[src/rtl/cpst_pkg.sv]
package cpst_pkg;

  localparam int STATUS_W      = 8;
  localparam int BIT_CACHE_RDY = 6;
  localparam int BIT_ARRAY_RDY = 5;
  localparam int BIT_PREV_FAIL = 1;
  localparam int BIT_CURR_FAIL = 0;
  localparam logic [STATUS_W-1:0] STATUS_RESET =
    (STATUS_W'(1) << BIT_CACHE_RDY) | (STATUS_W'(1) << BIT_ARRAY_RDY);

  typedef enum logic [1:0] {
    CS_IDLE  = 2'd0,
    CS_DUMMY = 2'd1,
    CS_WAIT  = 2'd2,
    CS_XFER  = 2'd3
  } cacheState_t;

  typedef struct packed {
    logic startProg;
    logic progDone;
    logic snapStatus;
  } dpStrobe_t;

endpackage

[src/rtl/cpst_busy_timer.sv]
module cpst_busy_timer #(
  parameter int TW = 8
) (
  input  logic          clk,
  input  logic          rst,
  input  logic          start,
  input  logic [TW-1:0] len,
  output logic          busy,
  output logic          done
);

  logic [TW-1:0] remain;

  always_ff @(posedge clk) begin
    if (rst) begin
      busy   <= 1'b0;
      remain <= '0;
    end else if (start) begin
      busy   <= 1'b1;
      remain <= (len == '0) ? '0 : len - 1'b1;
    end else if (busy) begin
      if (remain == '0) busy <= 1'b0;
      else              remain <= remain - 1'b1;
    end
  end

  assign done = busy && (remain == '0);

endmodule

[src/rtl/cpst_ctrl.sv]
module cpst_ctrl import cpst_pkg::*; #(
  parameter int TW = 8
) (
  input  logic          clk,
  input  logic          rst,
  input  logic          cmdPlaneDone,
  input  logic          cmdCacheGo,
  input  logic          cmdFinalGo,
  input  logic          cmdReadStatus,
  input  logic [TW-1:0] dummyLen,
  input  logic [TW-1:0] xferLen,
  input  logic [TW-1:0] progLen,
  output dpStrobe_t     strobe,
  output logic          cacheReady,
  output logic          arrayIdle,
  output logic          readyBusy
);

  cacheState_t state, stateNext;
  logic          cacheStart, cacheBusy, cacheDone;
  logic [TW-1:0] cacheLen;
  logic          arrStart, arrBusy, arrDone;
  logic          finalPending, finalArmed;
  logic          goFinal, goCache, goDummy, goXfer;

  // Priority among confirms: final, then cache, then first-plane.
  always_comb begin
    goFinal = readyBusy && cmdFinalGo;
    goCache = readyBusy && cmdCacheGo && !cmdFinalGo;
    goDummy = readyBusy && cmdPlaneDone && !cmdCacheGo && !cmdFinalGo;
    goXfer  = goFinal || goCache;
  end

  always_comb begin
    stateNext  = state;
    cacheStart = 1'b0;
    cacheLen   = xferLen;
    arrStart   = 1'b0;
    case (state)
      CS_IDLE: begin
        if (goDummy) begin
          stateNext  = CS_DUMMY;
          cacheStart = 1'b1;
          cacheLen   = dummyLen;
        end else if (goXfer) begin
          if (arrBusy) begin
            stateNext = CS_WAIT;
          end else begin
            stateNext  = CS_XFER;
            cacheStart = 1'b1;
          end
        end
      end
      CS_DUMMY: if (cacheDone) stateNext = CS_IDLE;
      CS_WAIT: begin
        if (!arrBusy) begin
          stateNext  = CS_XFER;
          cacheStart = 1'b1;
        end
      end
      CS_XFER: begin
        if (cacheDone) begin
          stateNext = CS_IDLE;
          arrStart  = 1'b1;
        end
      end
      default: stateNext = CS_IDLE;
    endcase
  end

  always_ff @(posedge clk) begin
    if (rst) state <= CS_IDLE;
    else     state <= stateNext;
  end

  always_ff @(posedge clk) begin
    if (rst) begin
      finalPending <= 1'b0;
      finalArmed   <= 1'b0;
    end else begin
      if (goFinal) finalPending <= 1'b1;
      if (arrStart && finalPending) finalArmed <= 1'b1;
      if (arrDone && finalArmed) begin
        finalPending <= 1'b0;
        finalArmed   <= 1'b0;
      end
    end
  end

  cpst_busy_timer #(.TW(TW)) u_cacheTimer (
    .clk(clk), .rst(rst), .start(cacheStart), .len(cacheLen),
    .busy(cacheBusy), .done(cacheDone)
  );

  cpst_busy_timer #(.TW(TW)) u_arrayTimer (
    .clk(clk), .rst(rst), .start(arrStart), .len(progLen),
    .busy(arrBusy), .done(arrDone)
  );

  assign cacheReady        = (state == CS_IDLE) && !cacheBusy;
  assign arrayIdle         = !arrBusy;
  assign readyBusy         = cacheReady && !finalPending;
  assign strobe.startProg  = arrStart;
  assign strobe.progDone   = arrDone;
  assign strobe.snapStatus = cmdReadStatus;

endmodule

[src/rtl/cpst_dp.sv]
module cpst_dp import cpst_pkg::*; #(
  parameter int NP = 2
) (
  input  logic                clk,
  input  logic                rst,
  input  dpStrobe_t           strobe,
  input  logic                cacheReady,
  input  logic                arrayIdle,
  input  logic [NP-1:0]       planeFail,
  output logic [STATUS_W-1:0] liveStatus,
  output logic [STATUS_W-1:0] statusByte
);

  logic prevFail, currFail;

  always_ff @(posedge clk) begin
    if (rst) begin
      prevFail <= 1'b0;
      currFail <= 1'b0;
    end else if (strobe.startProg) begin
      prevFail <= currFail;
      currFail <= 1'b0;
    end else if (strobe.progDone) begin
      currFail <= currFail | (|planeFail);
    end
  end

  always_comb begin
    liveStatus                = '0;
    liveStatus[BIT_CACHE_RDY] = cacheReady;
    liveStatus[BIT_ARRAY_RDY] = arrayIdle;
    liveStatus[BIT_PREV_FAIL] = prevFail;
    liveStatus[BIT_CURR_FAIL] = currFail;
  end

  always_ff @(posedge clk) begin
    if (rst)                   statusByte <= STATUS_RESET;
    else if (strobe.snapStatus) statusByte <= liveStatus;
  end

endmodule

[src/rtl/plane_cache_status.sv]
module plane_cache_status import cpst_pkg::*; #(
  parameter int TW = 8,
  parameter int NP = 2
) (
  input  logic          clk,
  input  logic          rst,
  input  logic          cmdPlaneDone,
  input  logic          cmdCacheGo,
  input  logic          cmdFinalGo,
  input  logic          cmdReadStatus,
  input  logic [TW-1:0] dummyLen,
  input  logic [TW-1:0] xferLen,
  input  logic [TW-1:0] progLen,
  input  logic [NP-1:0] planeFail,
  output logic [7:0]    statusByte,
  output logic          readyBusy
);

  dpStrobe_t           strobe;
  logic                cacheReady, arrayIdle;
  logic [STATUS_W-1:0] liveStatus;

  cpst_ctrl #(.TW(TW)) u_ctrl (
    .clk(clk), .rst(rst),
    .cmdPlaneDone(cmdPlaneDone), .cmdCacheGo(cmdCacheGo),
    .cmdFinalGo(cmdFinalGo), .cmdReadStatus(cmdReadStatus),
    .dummyLen(dummyLen), .xferLen(xferLen), .progLen(progLen),
    .strobe(strobe), .cacheReady(cacheReady), .arrayIdle(arrayIdle),
    .readyBusy(readyBusy)
  );

  cpst_dp #(.NP(NP)) u_dp (
    .clk(clk), .rst(rst), .strobe(strobe),
    .cacheReady(cacheReady), .arrayIdle(arrayIdle),
    .planeFail(planeFail), .liveStatus(liveStatus),
    .statusByte(statusByte)
  );

endmodule

[config.mk]
export PLATFORM = sky130hd
export DESIGN_NAME = plane_cache_status
export DESIGN_NICKNAME = d
export VERILOG_FILES = /design/src/rtl/cpst_pkg.sv /design/src/rtl/cpst_busy_timer.sv /design/src/rtl/cpst_ctrl.sv /design/src/rtl/cpst_dp.sv /design/src/rtl/plane_cache_status.sv
export SDC_FILE = /design/constraint.sdc
export NUM_CORES = 1
export LEC_CHECK = 0
export BUFFER_PORTS_ARGS = -buffer_cell sky130_fd_sc_hd__clkbuf_2
export CORE_AREA = 2 2 105 56
export CTS_BUF_LIST = sky130_fd_sc_hd__clkbuf_8
export DETAILED_ROUTE_END_ITERATION = 6
export DIE_AREA = 0 0 107 58
export GPL_ROUTABILITY_DRIVEN = 0
export GPL_TIMING_DRIVEN = 0
export SLEW_MARGIN = 40
export SYNTH_ARGS = -nofsm -noshare
export SYNTH_HDL_FRONTEND = slang
export SYNTH_SLANG_ARGS = --single-unit
[constraint.sdc]
create_clock -name clk -period 3.5 [get_ports clk]
set_clock_uncertainty 0.15 [all_clocks]
set_input_delay 0.7 -clock clk [delete_from_list [all_inputs] [get_ports clk]]
set_output_delay 0.7 -clock clk [all_outputs]
set_load 0.03 [all_outputs]
==> results.txt <==
----------------------------------------------------
[Critical path]
  Standard cell with the maximum stage delay on the critical path ... or4_1
  Dominant delay contributor by cell family on the critical path ... simple AND/OR/NAND/NOR gates
  Peak fanout along the critical path ... 7
  Crit path buf inv count ... 2
  Stage delay of the slowest cell on the critical path ... 550 ps
  Worst path arrival time ... about 3000 ps
  R2r setup slk ... 460 ps
  Endpoint of the most critical register-to-register path ... u_ctrl.u_cacheTimer.remain[0]$_SDFFE_PP0P_
  CP Data Required Time ... approximately 3500 ps
  Chain of cells forming the critical path ... or4_1 > buf_6 > inv_2 > nand3_4 > mux2i_1 > ha_1 > nor3b_1 > o211ai_1 > o211a_4 > a22oi_1 > nor2_1
  Type of origin of the critical path ... register
  Type of element capturing the critical path ... register
  Number of cells on the worst reg-to-reg path ... 11
  Reg2Reg Launch Point ... u_ctrl.state[1]$_SDFFE_PP0P_
  Start-to-end type of the worst setup path ... register to register

[Timing]
  Final setup fails ... 0
  Part of the cycle the worst path needs ... 0.869
  Relative max-transition margin ... 0.568
  Unrepaired setup endpoints after global routing ... false
  Period minus WS final ... 3040 ps
  Slew at the pin closest to its max-slew limit ... 647 ps
  Final-report max-slew violation count ... 0
  Fmax ... 329 MHz
  Final critical-path setup slack ... 458 ps
  Hold violation total from the final report ... 0
  Final sum of negative setup slack ... 0 ps

[Yosys]
  Mean area per synthesized cell ... 8.21 um2
  Proportion of netlist area held by the largest area contributor ... 0.273
  Sequential cell area fraction in the yosys report ... 0.273
  Synth Warn # ... 0
  Number of instances in the synthesized netlist ... 250
  Synth area leaders ... dfxtp_1 27%, mux2i_1 5.4%, xnor2_1 5.1%
  Share of flip-flops with an asynchronous set or reset after synthesis ... 0
  Number of synthesized register bits ... 28
  Cell type with the largest total area after synthesis ... dfxtp_1
  Post-synth EDFFs ... 0
  Distinct cell type count of the synthesized netlist ... 53
  Most used flip-flop cell after synthesis ... dfxtp_1
  Synthesized area ... 2050 um2

[Placed design]
  Cell count after placement ... 361
  Post-Place Setup Slack ... 450 ps
  Port Buf Inserts ... 35
  Standard cell area after detailed placement ... 2330 um2
  Detailed placement HPWL ... 4240 um

[Min path]
  Start point of the worst min-delay path ... u_dp.prevFail$_SDFFE_PP0P_
  Worst Hold Endpoint ... u_dp.prevFail$_SDFFE_PP0P_
  Number of cells traversed by the worst hold path ... 2
  Class of the most critical hold timing path ... register to register

[Finish]
  Layout cells sized above 1 ... 0.244
  Utilization of the core after routing ... 0.448
  Number of diodes added for antenna fixing ... 0
  Multi-input logic area ... 1400 um2
  Post-route standard cell area excluding fillers ... 2380 um2
  P&R area growth vs syn ... 15.9%
  Non-filler instance count after layout ... 364
  Total area of sequential cells ... 561 um2
  Final layout net count ... 330
  Fill cell instance count of the final layout ... 546

[GRT]
  Pin count of the biggest net entering global routing ... 15
  First-pass GRT wire length ... 8480 um
  Total Routing Usage GR ... 0.177
  Number of global-route vias before repair ... 1,646
  Total grt overflow ... 0
  Initial antenna violation count ... 0

[Die]
  Die boundary height ... 58 um
  Die area ... 6210 um2
  Row Count ... 19
  Initial cell density of the core ... 0.387
  Chip Width ... approximately 110 um
  Top-level I/O count ... 41
  Core area ... ~5300 um2

[Clocking]
  Number of buffers on the longest clock path ... 2
  CTS tree ... yes
  Clock latency on the worst-skew pair ... 280 ps
  CTS sink cnt ... 28
  CTS clk-pin slew, worst paths ... roughly 100 ps
  Root buffer selected by CTS ... clkbuf_8
  Number of buffers added by the clock tree synthesis step ... 3
  # resized after CTS ... 0
  Number of H-tree branching levels ... 1
  # Post-CTS Setup Buffers ... 0
  Hold bufs inserted after CTS ... 0

[Route]
  Pre-Repair DR Iteration Count ... 4
  Number of antenna-violating nets in the routed design ... 0
  Post-route DRC violation count ... 0
  Final wirelength ... about 5200 um
  Drt initial violations ... 150
  Vias per inst ... roughly 5.2
  Mean routed wirelength per cell ... 14.4 um
  Routed vias ... 1,893

[Power and ir drop]
  Worst IR Drop VDD ... 0.310 mV
  Leakage ... 0.971 nW
  Power density of the placed cells ... roughly 580 nW/um2

[Status]
  Outcome ... completed

[Job]
  Number of max-cap violations ... 0

----------------------------------------------------
[layer usage]
layer	track usage	share of wire
met1	0.319	0.59
met2	0.206	0.35
met3	0.0304	0.065
met4	0.0223	0.0025
met5	0	0
[final cells by class]
cell class	count	area share
Clock buffer	3	0.0174
Multi-Input combinational cell	205	0.591
Inverter	10	0.0158
Buffer	10	0.0284
Sequential cell	28	0.236
Timing Repair Buffer	35	0.0737
Tap cell	73	0.0384
[synth_stat cells (all sizes together), types with 3 or more instances]
master	instances
dfxtp	28
ha	5
nor4	6
xnor2	12
or3b	4
nor2	25
and3	3
mux2i	11
o21ai	13
inv	10
clkbuf	4
nor3	12
or2	4
a211oi	5
buf	6
nand2	27
nor3b	6
xor2	8
or4	3
nand2b	7
and2	3
o211ai	7
a21oi	15
[worst max path at each step]
stage / start / endpoint / slack (ps) / depth (start not counted)
floorplan: u_ctrl.state[1]$_SDFFE_PP0P_ / u_ctrl.u_cacheTimer.remain[0]$_SDFFE_PP0P_ / 770 / 11
global placement: cmdFinalGo / u_ctrl.u_cacheTimer.remain[0]$_SDFFE_PP0P_ / 420 / 10
detailed placement: cmdFinalGo / u_ctrl.u_cacheTimer.remain[0]$_SDFFE_PP0P_ / 450 / 10
CTS: u_ctrl.state[1]$_SDFFE_PP0P_ / u_ctrl.u_cacheTimer.remain[0]$_SDFFE_PP0P_ / 450 / 11
global route: u_ctrl.state[1]$_SDFFE_PP0P_ / u_ctrl.u_cacheTimer.remain[0]$_SDFFE_PP0P_ / 270 / 11
finish: u_ctrl.state[1]$_SDFFE_PP0P_ / u_ctrl.u_cacheTimer.remain[0]$_SDFFE_PP0P_ / 460 / 11
[registers in the layout, summed over array words and instances (netlist names)]
name / cells
u_ctrl.u_arrayTimer.remain: 8
u_ctrl.u_cacheTimer.remain: 8
u_dp.statusByte: 4
u_ctrl.state: 2
u_ctrl.finalArmed: 1
u_ctrl.finalPending: 1
u_ctrl.u_arrayTimer.busy: 1
u_ctrl.u_cacheTimer.busy: 1
u_dp.currFail: 1
u_dp.prevFail: 1
[metrics by stage]
step | hold slack [ps] | power, mW
after CTS | 315 | 1.37
after detailed placement | 301 | 1.18
final | 315 | 1.37
after floorplan | 282 | 1.01
after global routing | 359 | 1.47
after global placement | 295 | 1.18
[logic make-up (layout without fill, tap and decap cells)]
group | Yosys count | after routing | share of synthesized area
adders and majority gates | 5 | 5 | 0.0305
muxes | 11 | 11 | 0.0537
xor gates and xnor gates | 20 | 20 | 0.0854
other | 1 | 4 | 0.00183
buffers and inverters | 20 | 58 | 0.0512
AOI/OAI and AO/OA | 55 | 55 | 0.201
and+or+nand+nor | 110 | 110 | 0.304
DFF | 28 | 28 | 0.273
[worst register-to-register path, stage by stage (launching register included)]
cell      delay (ps)
dfxtp_1          380
or4_1            550
buf_6            160
inv_2             70
nand3_4          140
mux2i_1          350
ha_1             250
nor3b_1          220
o211ai_1         140
o211a_4          220
a22oi_1          210
nor2_1            60
[cells in the final DEF, fill, tap and decap left out, types with 3 or more instances in the layout]
cell type / netlist / layout
nor2_1: 23 / 23
xnor2_1: 12 / 12
o21ai_0: 12 / 12
or3b_2: 4 / 4
o211ai_2: 3 / 3
a21oi_1: 12 / 12
xor2_1: 8 / 8
ha_1: 5 / 5
o211ai_1: 4 / 4
clkbuf_1: 4 / 4
nor4_1: 5 / 4
nor3_1: 12 / 12
conb_1: 1 / 4
or4_1: 3 / 3
inv_1: 9 / 9
dfxtp_1: 28 / 28
mux2i_1: 11 / 11
nand2b_1: 7 / 7
and2_1: 3 / 3
a21oi_2: 3 / 3
clkbuf_2: 0 / 35
buf_4: 4 / 4
a211oi_1: 5 / 5
clkbuf_8: 0 / 3
nor3b_1: 6 / 6
and3_1: 3 / 3
nand2_1: 26 / 26
or2_2: 4 / 4
[power breakdown]
| part | internal (mW) | switching (mW) |
|---|---|---|
| registers | 0.384 | 0.0848 |
| clock network | 0.0775 | 0.103 |
| logic | 0.302 | 0.420 |
Note: power is estimated with default switching activity, not from simulation.
